<file path="config.mk">
export PLATFORM = sky130hd
export DESIGN_NAME = core_wake_ctrl
export DESIGN_NICKNAME = d
export VERILOG_FILES = /design/src/rtl/wake_pkg.sv /design/src/rtl/ipi_decode.sv /design/src/rtl/core_slot.sv /design/src/rtl/core_wake_ctrl.sv
export SDC_FILE = /design/constraint.sdc
export NUM_CORES = 1
export LEC_CHECK = 0
export BUFFER_PORTS_ARGS = -buffer_cell sky130_fd_sc_hd__buf_2
export CAP_MARGIN = 10
export CORE_AREA = 2 2 39 41
export CTS_BUF_LIST = sky130_fd_sc_hd__clkbuf_8
export CTS_CLUSTER_SIZE = 20
export DETAILED_ROUTE_END_ITERATION = 12
export DIE_AREA = 0 0 41 43
export PLACE_DENSITY = 0.9
export SLEW_MARGIN = 20
export SYNTH_ARGS = -nofsm -noshare
export SYNTH_HDL_FRONTEND = slang
export SYNTH_SLANG_ARGS = --single-unit
</file>
<file path="constraint.sdc">
create_clock -name clk -period 1.8 [get_ports clk]
set_input_delay 0.18 -clock clk [delete_from_list [all_inputs] [get_ports clk]]
set_output_delay 0.18 -clock clk [all_outputs]
set_load 0.01 [all_outputs]
</file>
<file path="src/rtl/wake_pkg.sv">
// Package: shared helper for the core wake controller.
// Assumes: core counts from 1 to 8.
package wake_pkg;
    // Width of a binary core index, at least one bit.
    function automatic int idx_width(input int n);
        return (n > 1) ? $clog2(n) : 1;
    endfunction
endpackage

</file>
<file path="src/rtl/ipi_decode.sv">
// Module: turns an IPI request into a one-hot per-core hit vector.
// Assumes: target is binary; an index with no matching core yields no hit,
// so an out-of-range request is dropped without any extra range check.
module ipi_decode #(
    parameter int NUM_CORES = 6,
    parameter int IDX_W     = 3
) (
    input  logic                 valid,
    input  logic [IDX_W-1:0]     target,
    output logic [NUM_CORES-1:0] hit
);
    // One comparator per existing core.
    for (genvar i = 0; i < NUM_CORES; i++) begin : g_cmp
        assign hit[i] = valid && (target == IDX_W'(i));
    end
endmodule

</file>
<file path="src/rtl/core_slot.sv">
// Module: run and pending state of a single core.
// Assumes: wake is already qualified for this core.
// Run priority: stop, then wake, then halt.
// Pending priority: set by wake, then clear by ack.
module core_slot #(
    parameter bit RESET_RUN = 1'b0
) (
    input  logic clk,
    input  logic rst_n,
    input  logic stop,
    input  logic wake,
    input  logic halt,
    input  logic ack,
    output logic run_q,
    output logic pend_q
);
    // Run flag: global stop dominates, an IPI wake beats a self halt.
    always_ff @(posedge clk) begin
        if (!rst_n)     run_q <= RESET_RUN;
        else if (stop)  run_q <= 1'b0;
        else if (wake)  run_q <= 1'b1;
        else if (halt)  run_q <= 1'b0;
    end

    // Pending flag: a new IPI wins over an acknowledge in the same cycle.
    always_ff @(posedge clk) begin
        if (!rst_n)     pend_q <= 1'b0;
        else if (wake)  pend_q <= 1'b1;
        else if (ack)   pend_q <= 1'b0;
    end
endmodule

</file>
<file path="src/rtl/core_wake_ctrl.sv">
// Module: top of the multicore run and wake controller.
// Decodes IPIs and keeps one state slot per core. Core 0 leaves reset running.
// Assumes: synchronous active-low reset; NUM_CORES from 1 to 8.
module core_wake_ctrl #(
    parameter int NUM_CORES = 6,
    parameter int IDX_W     = wake_pkg::idx_width(NUM_CORES)
) (
    input  logic                 clk,
    input  logic                 rst_n,
    input  logic                 ipi_valid,
    input  logic [IDX_W-1:0]     ipi_target,
    input  logic                 stop_req,
    input  logic [NUM_CORES-1:0] halt_req,
    input  logic [NUM_CORES-1:0] pend_ack,
    output logic [NUM_CORES-1:0] run_en,
    output logic [NUM_CORES-1:0] irq_pend
);
    logic [NUM_CORES-1:0] hit;

    // Decode of the IPI target.
    ipi_decode #(.NUM_CORES(NUM_CORES), .IDX_W(IDX_W)) u_dec (
        .valid  (ipi_valid),
        .target (ipi_target),
        .hit    (hit)
    );

    // One state slot per core; only slot 0 resets to running.
    for (genvar i = 0; i < NUM_CORES; i++) begin : g_core
        core_slot #(.RESET_RUN(i == 0)) u_slot (
            .clk    (clk),
            .rst_n  (rst_n),
            .stop   (stop_req),
            .wake   (hit[i]),
            .halt   (halt_req[i]),
            .ack    (pend_ack[i]),
            .run_q  (run_en[i]),
            .pend_q (irq_pend[i])
        );
    end
endmodule

</file>
==> impl_metrics.tcl, run 1 <==
set metrics [dict create \
    outcome "completed" \
    synth.largest_area_cell "dfxtp_1" \
    switchingPower_w 0.0001187 \
    ctsResizeCount 0 \
    met3_usage_pct 5.236 \
    rows 14 \
    crit_end "g_core[0].u_slot.run_q" \
    dieArea_um2 1763 \
    rsz0062_at_grt "no" \
    required_ns 1.96 \
    dr.pass1.iters 2 \
    internal_power_w 0.0004967 \
    cts_tree "yes" \
    cts_made_buffers 3 \
    period_share_pct 47.99 \
    htree_num_levels 1 \
    clk_pin_slew_ns 0.05 \
    skew_ns 0 \
    wl_per_cell_um 11.54 \
    post_synth.cell_area_avg_um2 10.44 \
    synth_flop_cell "dfxtp_1" \
    seqCellArea_um2 240.2 \
    synthTopCellsByArea "dfxtp_1 (42%), buf_4 (16%), nand2b_1 (9.8%)" \
    grt_pass1_wl_mm 1.587 \
    floorplan.initialDensity_pct 41.50 \
    drtIter0Drc 1 \
    min_period_ns 0.8638 \
    die_y_um 43 \
    place_hpwl_um 801 \
    antenna_found_initial 0 \
    first_global_vias 382 \
    worst_setup_path_end_kind "flop" \
    cts.sinks 12 \
    die_x_um 41 \
    grt_usage_pct 13.68 \
    post-route-drc-count 0 \
    synth-edff-count 0 \
    synthTopCellsByCount "buf_4 (12), dfxtp_1 (12), nand2b_1 (9), nor2b_1 (4)" \
    path_max_fanout 6 \
    avgViaCountPerCell 4.699 \
    clk_latency_ns 0.23 \
    maxSlewHeadroom_pct 86.73 \
    multi_input_area_um2 244.0 \
    crit_slowest_cell "or4b_4" \
    yosys.area.top_type_share_pct 41.83 \
    place_congestion 0.6270 \
    reg2reg_slack_ns 1.09 \
    reg2reg_from "g_core[4].u_slot.run_q" \
    r2r_cells 2 \
    grt.busiest_layer "met2" \
    synth_warnings 0 \
    vias 437 \
    synthesis.instances 55 \
    syn_nets 74 \
    synth.distinct_cells 15 \
    r2r_end "g_core[4].u_slot.run_q" \
    cp_top_family "simple AND/OR/NAND/NOR gates" \
    report.final.slew_viol_count 0 \
    vdd_ir_drop_max_mv 0.4838 \
    area_delta_synth_final_pct 23.53 \
    core_area_um2 1384 \
    switching_share_pct 19.29 \
    setup_tns_ns 0 \
    hold_class "input pin to flop" \
    io_pins 31 \
    setup_viol 0 \
    final_util_pct 51.27 \
    fmax_mhz 1158 \
    synth_area_um2 574.3 \
    seqPwrFrac_pct 44.6 \
    cts_buffer_depth 2 \
    met1_usage_pct 14.89 \
    ys_seq_area_share_pct 41.83 \
    final_layout_size_suffix_gt1_share_pct 50.65 \
    crit_arrival_ns 1.02 \
    final_hold_viol_count 0 \
    nets 97 \
    worst_slack_ns 0.9362 \
    worst_slew_pin_slew_ns 0.1991 \
    cp-start-kind "input pin" \
    port_buffers 30 \
    wirelength_mm 1.073 \
    cp.depth 3 \
    cts_setup_buffers 0 \
    cp_cell_sequence "buf_2 > or4b_4 > o221ai_2" \
    ant_nets 0 \
    drv_cap 0 \
    holdBufCountCts 0 \
    root_buffer "clkbuf_8" \
    setup.worst_path.start "ipi_target[1]" \
    overflow 0 \
    cpPeakStageDelay_ns 0.55 \
    met2_usage_pct 21.25 \
    place_ws_ns 0.7023 \
    cp_num_buf_inv 1 \
    grt_max_degree 9 \
    power_frac_comb_pct 9.2 \
    n_antenna_cell 0 \
    synth-async-reset-ratio_pct 0 \
    fillers 137 \
    synth-seq-cells 12 \
    p_leak_nw 0.3346 \
    p_per_area_nw_per_um2 867.4 \
    power.share.clock_pct 46.2 \
    worst-setup-path-type "input pin to flop" \
]
-- power groups by stage --
stage	logic (W)	registers (W)	clock network (W)
finish	0.0000565	0.000275	0.000284
global route	0.0000622	0.000275	0.000314
CTS	0.0000569	0.000275	0.000292
detailed placement	0.0000559	0.000280	0
global placement	0.0000536	0.000280	0
floorplan	0.0000305	0.000280	0
-- cell families (layout without fill, tap and decap cells) --
kind of cell           count (synthesis)  after routing  synth area share (%)
DFF                                   12             12                 41.83
and+or+nand+nor                       19             19                 25.92
buffers and inverters                 12             34                 15.69
AOI/OAI and AO/OA                     12             12                 16.56
-- per-layer routing --
metal,vias up,wire length (µm)
met3,2,92
met1,194,417
met2,19,545
li1,222,-
met4,0,17
met5,-,0
-- placed cells by master (no fill, tap or decap), types with 2 or more instances in the layout --
cell,instances
a21oi_1,3
and4bb_2,2
nor2b_1,4
nand4b_1,2
nand2b_1,9
buf_2,30
o21a_1,2
dfxtp_1,12
clkbuf_8,4
a21boi_0,3
-- worst min path at each step --
| stage | start | end | slack [ns] | cells after the start |
|---|---|---|---|---|
| finish | halt_req[0] | g_core[0].u_slot.run_q | 0.16 | 2 |
| global route | halt_req[0] | g_core[0].u_slot.run_q | 0.17 | 2 |
| CTS | halt_req[0] | g_core[0].u_slot.run_q | 0.15 | 2 |
| detailed placement | halt_req[0] | g_core[0].u_slot.run_q | 0.40 | 2 |
| global placement | halt_req[0] | g_core[0].u_slot.run_q | 0.40 | 2 |
| floorplan | rst_n | g_core[0].u_slot.run_q | 0.25 | 1 |
-- per-stage QoR --
stage                     instance area (µm²)  hold slack [ns]  instances  power [W]
after floorplan                         574.3           0.2460         55  0.0003105
after global placement                  654.4           0.4011         89  0.0003339
after detailed placement                654.4           0.3984         89  0.0003363
after CTS                               709.4           0.1534         93  0.0006238
after global routing                    709.4           0.1740         93  0.0006520
final                                   709.4           0.1566         93  0.0006154
-- flip-flops by register name, summed over array words and instances, names as in the netlist --
name / flops
g_core.u_slot.run_q: 6
g_core.u_slot.pend_q: 6
-- cell type report --
type / count / area share (%)
clock buffers: 4 / 7.760
multi-input cells: 31 / 34.39
repair buffers: 30 / 21.16
well taps: 16 / 2.822
flip-flops and latches: 12 / 33.86
Note: power is estimated with default switching activity, not from simulation.
==> inputs of run 2 (changes only) <==
CORE_AREA = unset   (was 2 2 39 41)
CORE_MARGIN = 1.5   (was unset)
CORE_UTILIZATION = 44   (was unset)
DIE_AREA = unset   (was 0 0 41 43)
PLACE_DENSITY = 0.91   (was 0.9)
clock period = 0.88 ns   (was 1.8 ns; I/O delays follow)
==> impl_metrics.tcl, run 2 (same netlist as run 1, synthesis figures left out) <==
set metrics [dict create \
    dieArea_um2 1531 \
    rows 12 \
    vias 455 \
    met3_usage_pct 3.468 \
    cts_made_buffers 3 \
    postPlaceCellArea_um2 681.9 \
    vdd_ir_drop_max_mv 0.9609 \
    first_global_vias 446 \
    met2_usage_pct 33.75 \
    cp_top_family "flip-flops" \
    io_pins 31 \
    p_leak_nw 0.3538 \
    period_share_pct 90.25 \
    met1_usage_pct 20.70 \
    root_buffer "clkbuf_8" \
    grt_pass1_wl_mm 1.856 \
    floorplan.initialDensity_pct 49.68 \
    die_y_um 39.13 \
    rsz0062_at_grt "no" \
    htree_num_levels 1 \
    cpPeakStageDelay_ns 0.33 \
    place_hpwl_um 853.7 \
    hold-worst-slack_ns 0.06371 \
    fmax_mhz 1259 \
    cts_buffer_depth 2 \
    crit_slowest_cell "dfxtp_1" \
    report.final.slew_viol_count 0 \
    ctsResizeCount 0 \
    dr.pass1.iters 2 \
    grt_max_degree 8 \
    drtIter0Drc 5 \
    antenna_found_initial 0 \
    cp_cell_sequence "buf_2" \
    hold_class "input pin to flop" \
    cts.sinks 12 \
    worst-setup-path-type "flop to primary output" \
    clk_latency_ns 0.24 \
    n_antenna_cell 0 \
    grt_usage_pct 18.94 \
    finalPower_w 0.001288 \
    drv_cap 0 \
    post-route-drc-count 0 \
    final_layout_size_suffix_gt1_share_pct 53.09 \
    layout_common_cells "buf_2 (30), dfxtp_1 (12), nand2b_1 (9)" \
    avgViaCountPerCell 4.789 \
    reg_top3 "g_core.u_slot.pend_q: 6 flops, g_core.u_slot.run_q: 6 flops" \
    outcome "completed" \
    multi_input_area_um2 244.0 \
    port_buffers 30 \
    clk_pin_slew_ns 0.05 \
    stdcell_count 95 \
    skew_ns 0 \
    overflow 0 \
    worst_setup_path_end_kind "primary output" \
    placed_cells 91 \
    seqCellArea_um2 240.2 \
    core_area_um2 1156 \
    area_delta_synth_final_pct 28.32 \
    final_common_cell "buf_2" \
    fillers 97 \
    min_period_ns 0.7942 \
    wirelength_mm 1.166 \
    cts_tree "yes" \
    holdBufCountCts 0 \
    die_x_um 39.13 \
    setup_viol 0 \
    nets 101 \
    crit_arrival_ns 0.71 \
    path_max_fanout 2 \
    final_hold_viol_count 0 \
    required_ns 0.79 \
    cts_setup_buffers 0 \
    ant_nets 0 \
    grt.busiest_layer "met2" \
    maxSlewHeadroom_pct 85.85 \
    worst_slew_pin_slew_ns 0.2123 \
    worst_slack_ns 0.08584 \
    p_per_area_nw_per_um2 1748 \
    place_congestion 0.6905 \
    wl_per_cell_um 12.27 \
    place_ws_ns -0.1282 \
    design_area_um2 737.0 \
    cp-start-kind "flop" \
    cp_num_buf_inv 1 \
]
==> run 2: power by group <==
group	total [W]	leakage, nW	switching [W]	internal [W]
registers	0.000562	0.0975	0.00000546	0.000557
clock network	0.000596	0.0288	0.000201	0.000395
logic	0.000130	0.228	0.0000539	0.0000764
==> run 2: path summary, 6_finish.rpt <==
check                     startpoint                endpoint  slack (ns)  cells after the start
min                      halt_req[0]  g_core[0].u_slot.run_q        0.06                      2
max reg2reg   g_core[4].u_slot.run_q  g_core[4].u_slot.run_q        0.17                      2
max          g_core[2].u_slot.pend_q             irq_pend[2]        0.09                      1
min reg2reg   g_core[2].u_slot.run_q  g_core[2].u_slot.run_q        0.47                      2
==> run 2: routing by layer <==
layer  vias up  routed length [µm]
met3         2                  91
li1        231                   -
met1       202                 498
met2        20                 567
met5         -                   0
met4         0                   9
==> run 2: through the flow <==
| stage | TNS [ns] | utilization (%) |
|---|---|---|
| after floorplan | 0 | - |
| after global placement | -0.1764 | 58.98 |
| after detailed placement | -0.2160 | 58.98 |
| after CTS | 0 | 63.74 |
| after global routing | 0 | 63.74 |
| final | 0 | 63.74 |
==> run 2: cell type report <==
| type | instances | share of cell area, % |
|---|---|---|
| Multi-Input combinational cell | 31 | 33.11 |
| Clock buffer | 4 | 7.470 |
| Tap cell | 14 | 2.377 |
| Timing Repair Buffer | 34 | 24.45 |
| Sequential cell | 12 | 32.60 |
==> inputs of run 3 (changes only) <==
CORE_AREA = 2 2 39 41   (was unset)
CORE_MARGIN = unset   (was 1.5)
CORE_UTILIZATION = unset   (was 44)
DIE_AREA = 0 0 41 43   (was unset)
PLACE_DENSITY = 0.9   (was 0.91)
clock period = 1 ns   (was 0.88 ns; I/O delays follow)
==> impl_metrics.tcl, run 3 (same netlist as run 1, synthesis figures left out) <==
set metrics [dict create \
    outcome "completed" \
    hold_class "input pin to flop" \
    grt_pass1_wl_mm 1.504 \
    cp-start-kind "flop" \
    hold-worst-slack_ns 0.07572 \
    cts_made_buffers 3 \
    layout_common_cells "buf_2 (30), dfxtp_1 (12), nand2b_1 (9)" \
    wirelength_mm 1.091 \
    port_buffers 30 \
    grt_usage_pct 13.00 \
    clk_pin_slew_ns 0.05 \
    grt_max_degree 9 \
    place_congestion 0.6314 \
    drtIter0Drc 4 \
    cts.sinks 12 \
    cts_setup_buffers 0 \
    drv_cap 0 \
    worst-setup-path-type "flop to primary output" \
    n_antenna_cell 0 \
    report.final.slew_viol_count 0 \
    root_buffer "clkbuf_8" \
    die_x_um 41 \
    clk_latency_ns 0.24 \
    vdd_ir_drop_max_mv 0.7018 \
    met3_usage_pct 5.236 \
    worst_setup_path_end_kind "primary output" \
    cts_buffer_depth 2 \
    ctsResizeCount 0 \
    worst_slack_ns 0.2020 \
    cp_cell_sequence "buf_2" \
    rsz0062_at_grt "no" \
    floorplan.initialDensity_pct 41.50 \
    p_leak_nw 0.3442 \
    cp_top_family "flip-flops" \
    area_delta_synth_final_pct 26.14 \
    path_max_fanout 2 \
    worst_slew_pin_slew_ns 0.1841 \
    dieArea_um2 1763 \
    cp_num_buf_inv 1 \
    overflow 0 \
    met2_usage_pct 19.38 \
    rows 14 \
    first_global_vias 389 \
    antenna_found_initial 0 \
    setup_viol 0 \
    maxSlewHeadroom_pct 87.72 \
    period_share_pct 79.80 \
    grt.busiest_layer "met2" \
    fmax_mhz 1253 \
    skew_ns 0 \
    vias 454 \
    final_layout_size_suffix_gt1_share_pct 51.90 \
    reg2reg_slack_ns 0.29 \
    nets 99 \
    ant_nets 0 \
    die_y_um 43 \
    place_hpwl_um 820.3 \
    cpPeakStageDelay_ns 0.33 \
    final_common_cell "buf_2" \
    post-route-drc-count 0 \
    htree_num_levels 1 \
    holdBufCountCts 0 \
    min_period_ns 0.7980 \
    p_per_area_nw_per_um2 1550 \
    crit_arrival_ns 0.70 \
    finalPower_w 0.001123 \
    met1_usage_pct 14.66 \
    final_hold_viol_count 0 \
    core_area_um2 1384 \
    place_ws_ns -0.02044 \
    crit_slowest_cell "dfxtp_1" \
    reg_top3 "g_core.u_slot.pend_q: 6 flops, g_core.u_slot.run_q: 6 flops" \
    cts_tree "yes" \
    wl_per_cell_um 11.48 \
    dr.pass1.iters 3 \
    io_pins 31 \
    required_ns 0.90 \
    avgViaCountPerCell 4.779 \
]
[run 3: cell types whose count changed in the layout (fill, tap and decap cells not counted), sizes merged]
cell and delta:
buf -2
[run 3: worst paths after layout]
kind                             to  cells past startpoint                   start
min reg2reg  g_core[3].u_slot.run_q                      2  g_core[3].u_slot.run_q
max                       run_en[2]                      1  g_core[2].u_slot.run_q
min          g_core[0].u_slot.run_q                      2             halt_req[0]
max reg2reg  g_core[4].u_slot.run_q                      2  g_core[4].u_slot.run_q
[run 3: metrics by stage]
step / instance area, µm² / utilization [%] / TNS [ns] / cells
after detailed placement: 669.4 / 48.37 / -0.02044 / 91
after floorplan: 574.3 / - / 0 / 55
after global routing: 724.4 / 52.35 / 0 / 95
final: 724.4 / 52.35 / 0 / 95
after CTS: 724.4 / 52.35 / 0 / 95
after global placement: 669.4 / 48.37 / 0 / 91
[run 3: cell type report]
class / instances / area [µm²]
fill: 126 / 659.4
multi-input combinational: 31 / 244.0
sequential: 12 / 240.2
timing repair buffer: 32 / 165.2
clock buffer: 4 / 55.05
tap: 16 / 20.02
[run 3: metal layers]
metal | wire (µm) | part of all wire (%)
met2 | 546 | 50
met1 | 430 | 39
met4 | 14 | 1.3
met5 | 0 | 0
met3 | 98 | 9.0
[run 3: where the power goes]
part / leakage, nW / internal [W] / switching, W / total (W)
clock network: 0.0288 / 0.000347 / 0.000173 / 0.000521
registers: 0.0975 / 0.000490 / 0.00000477 / 0.000495
logic: 0.218 / 0.0000622 / 0.0000449 / 0.000107
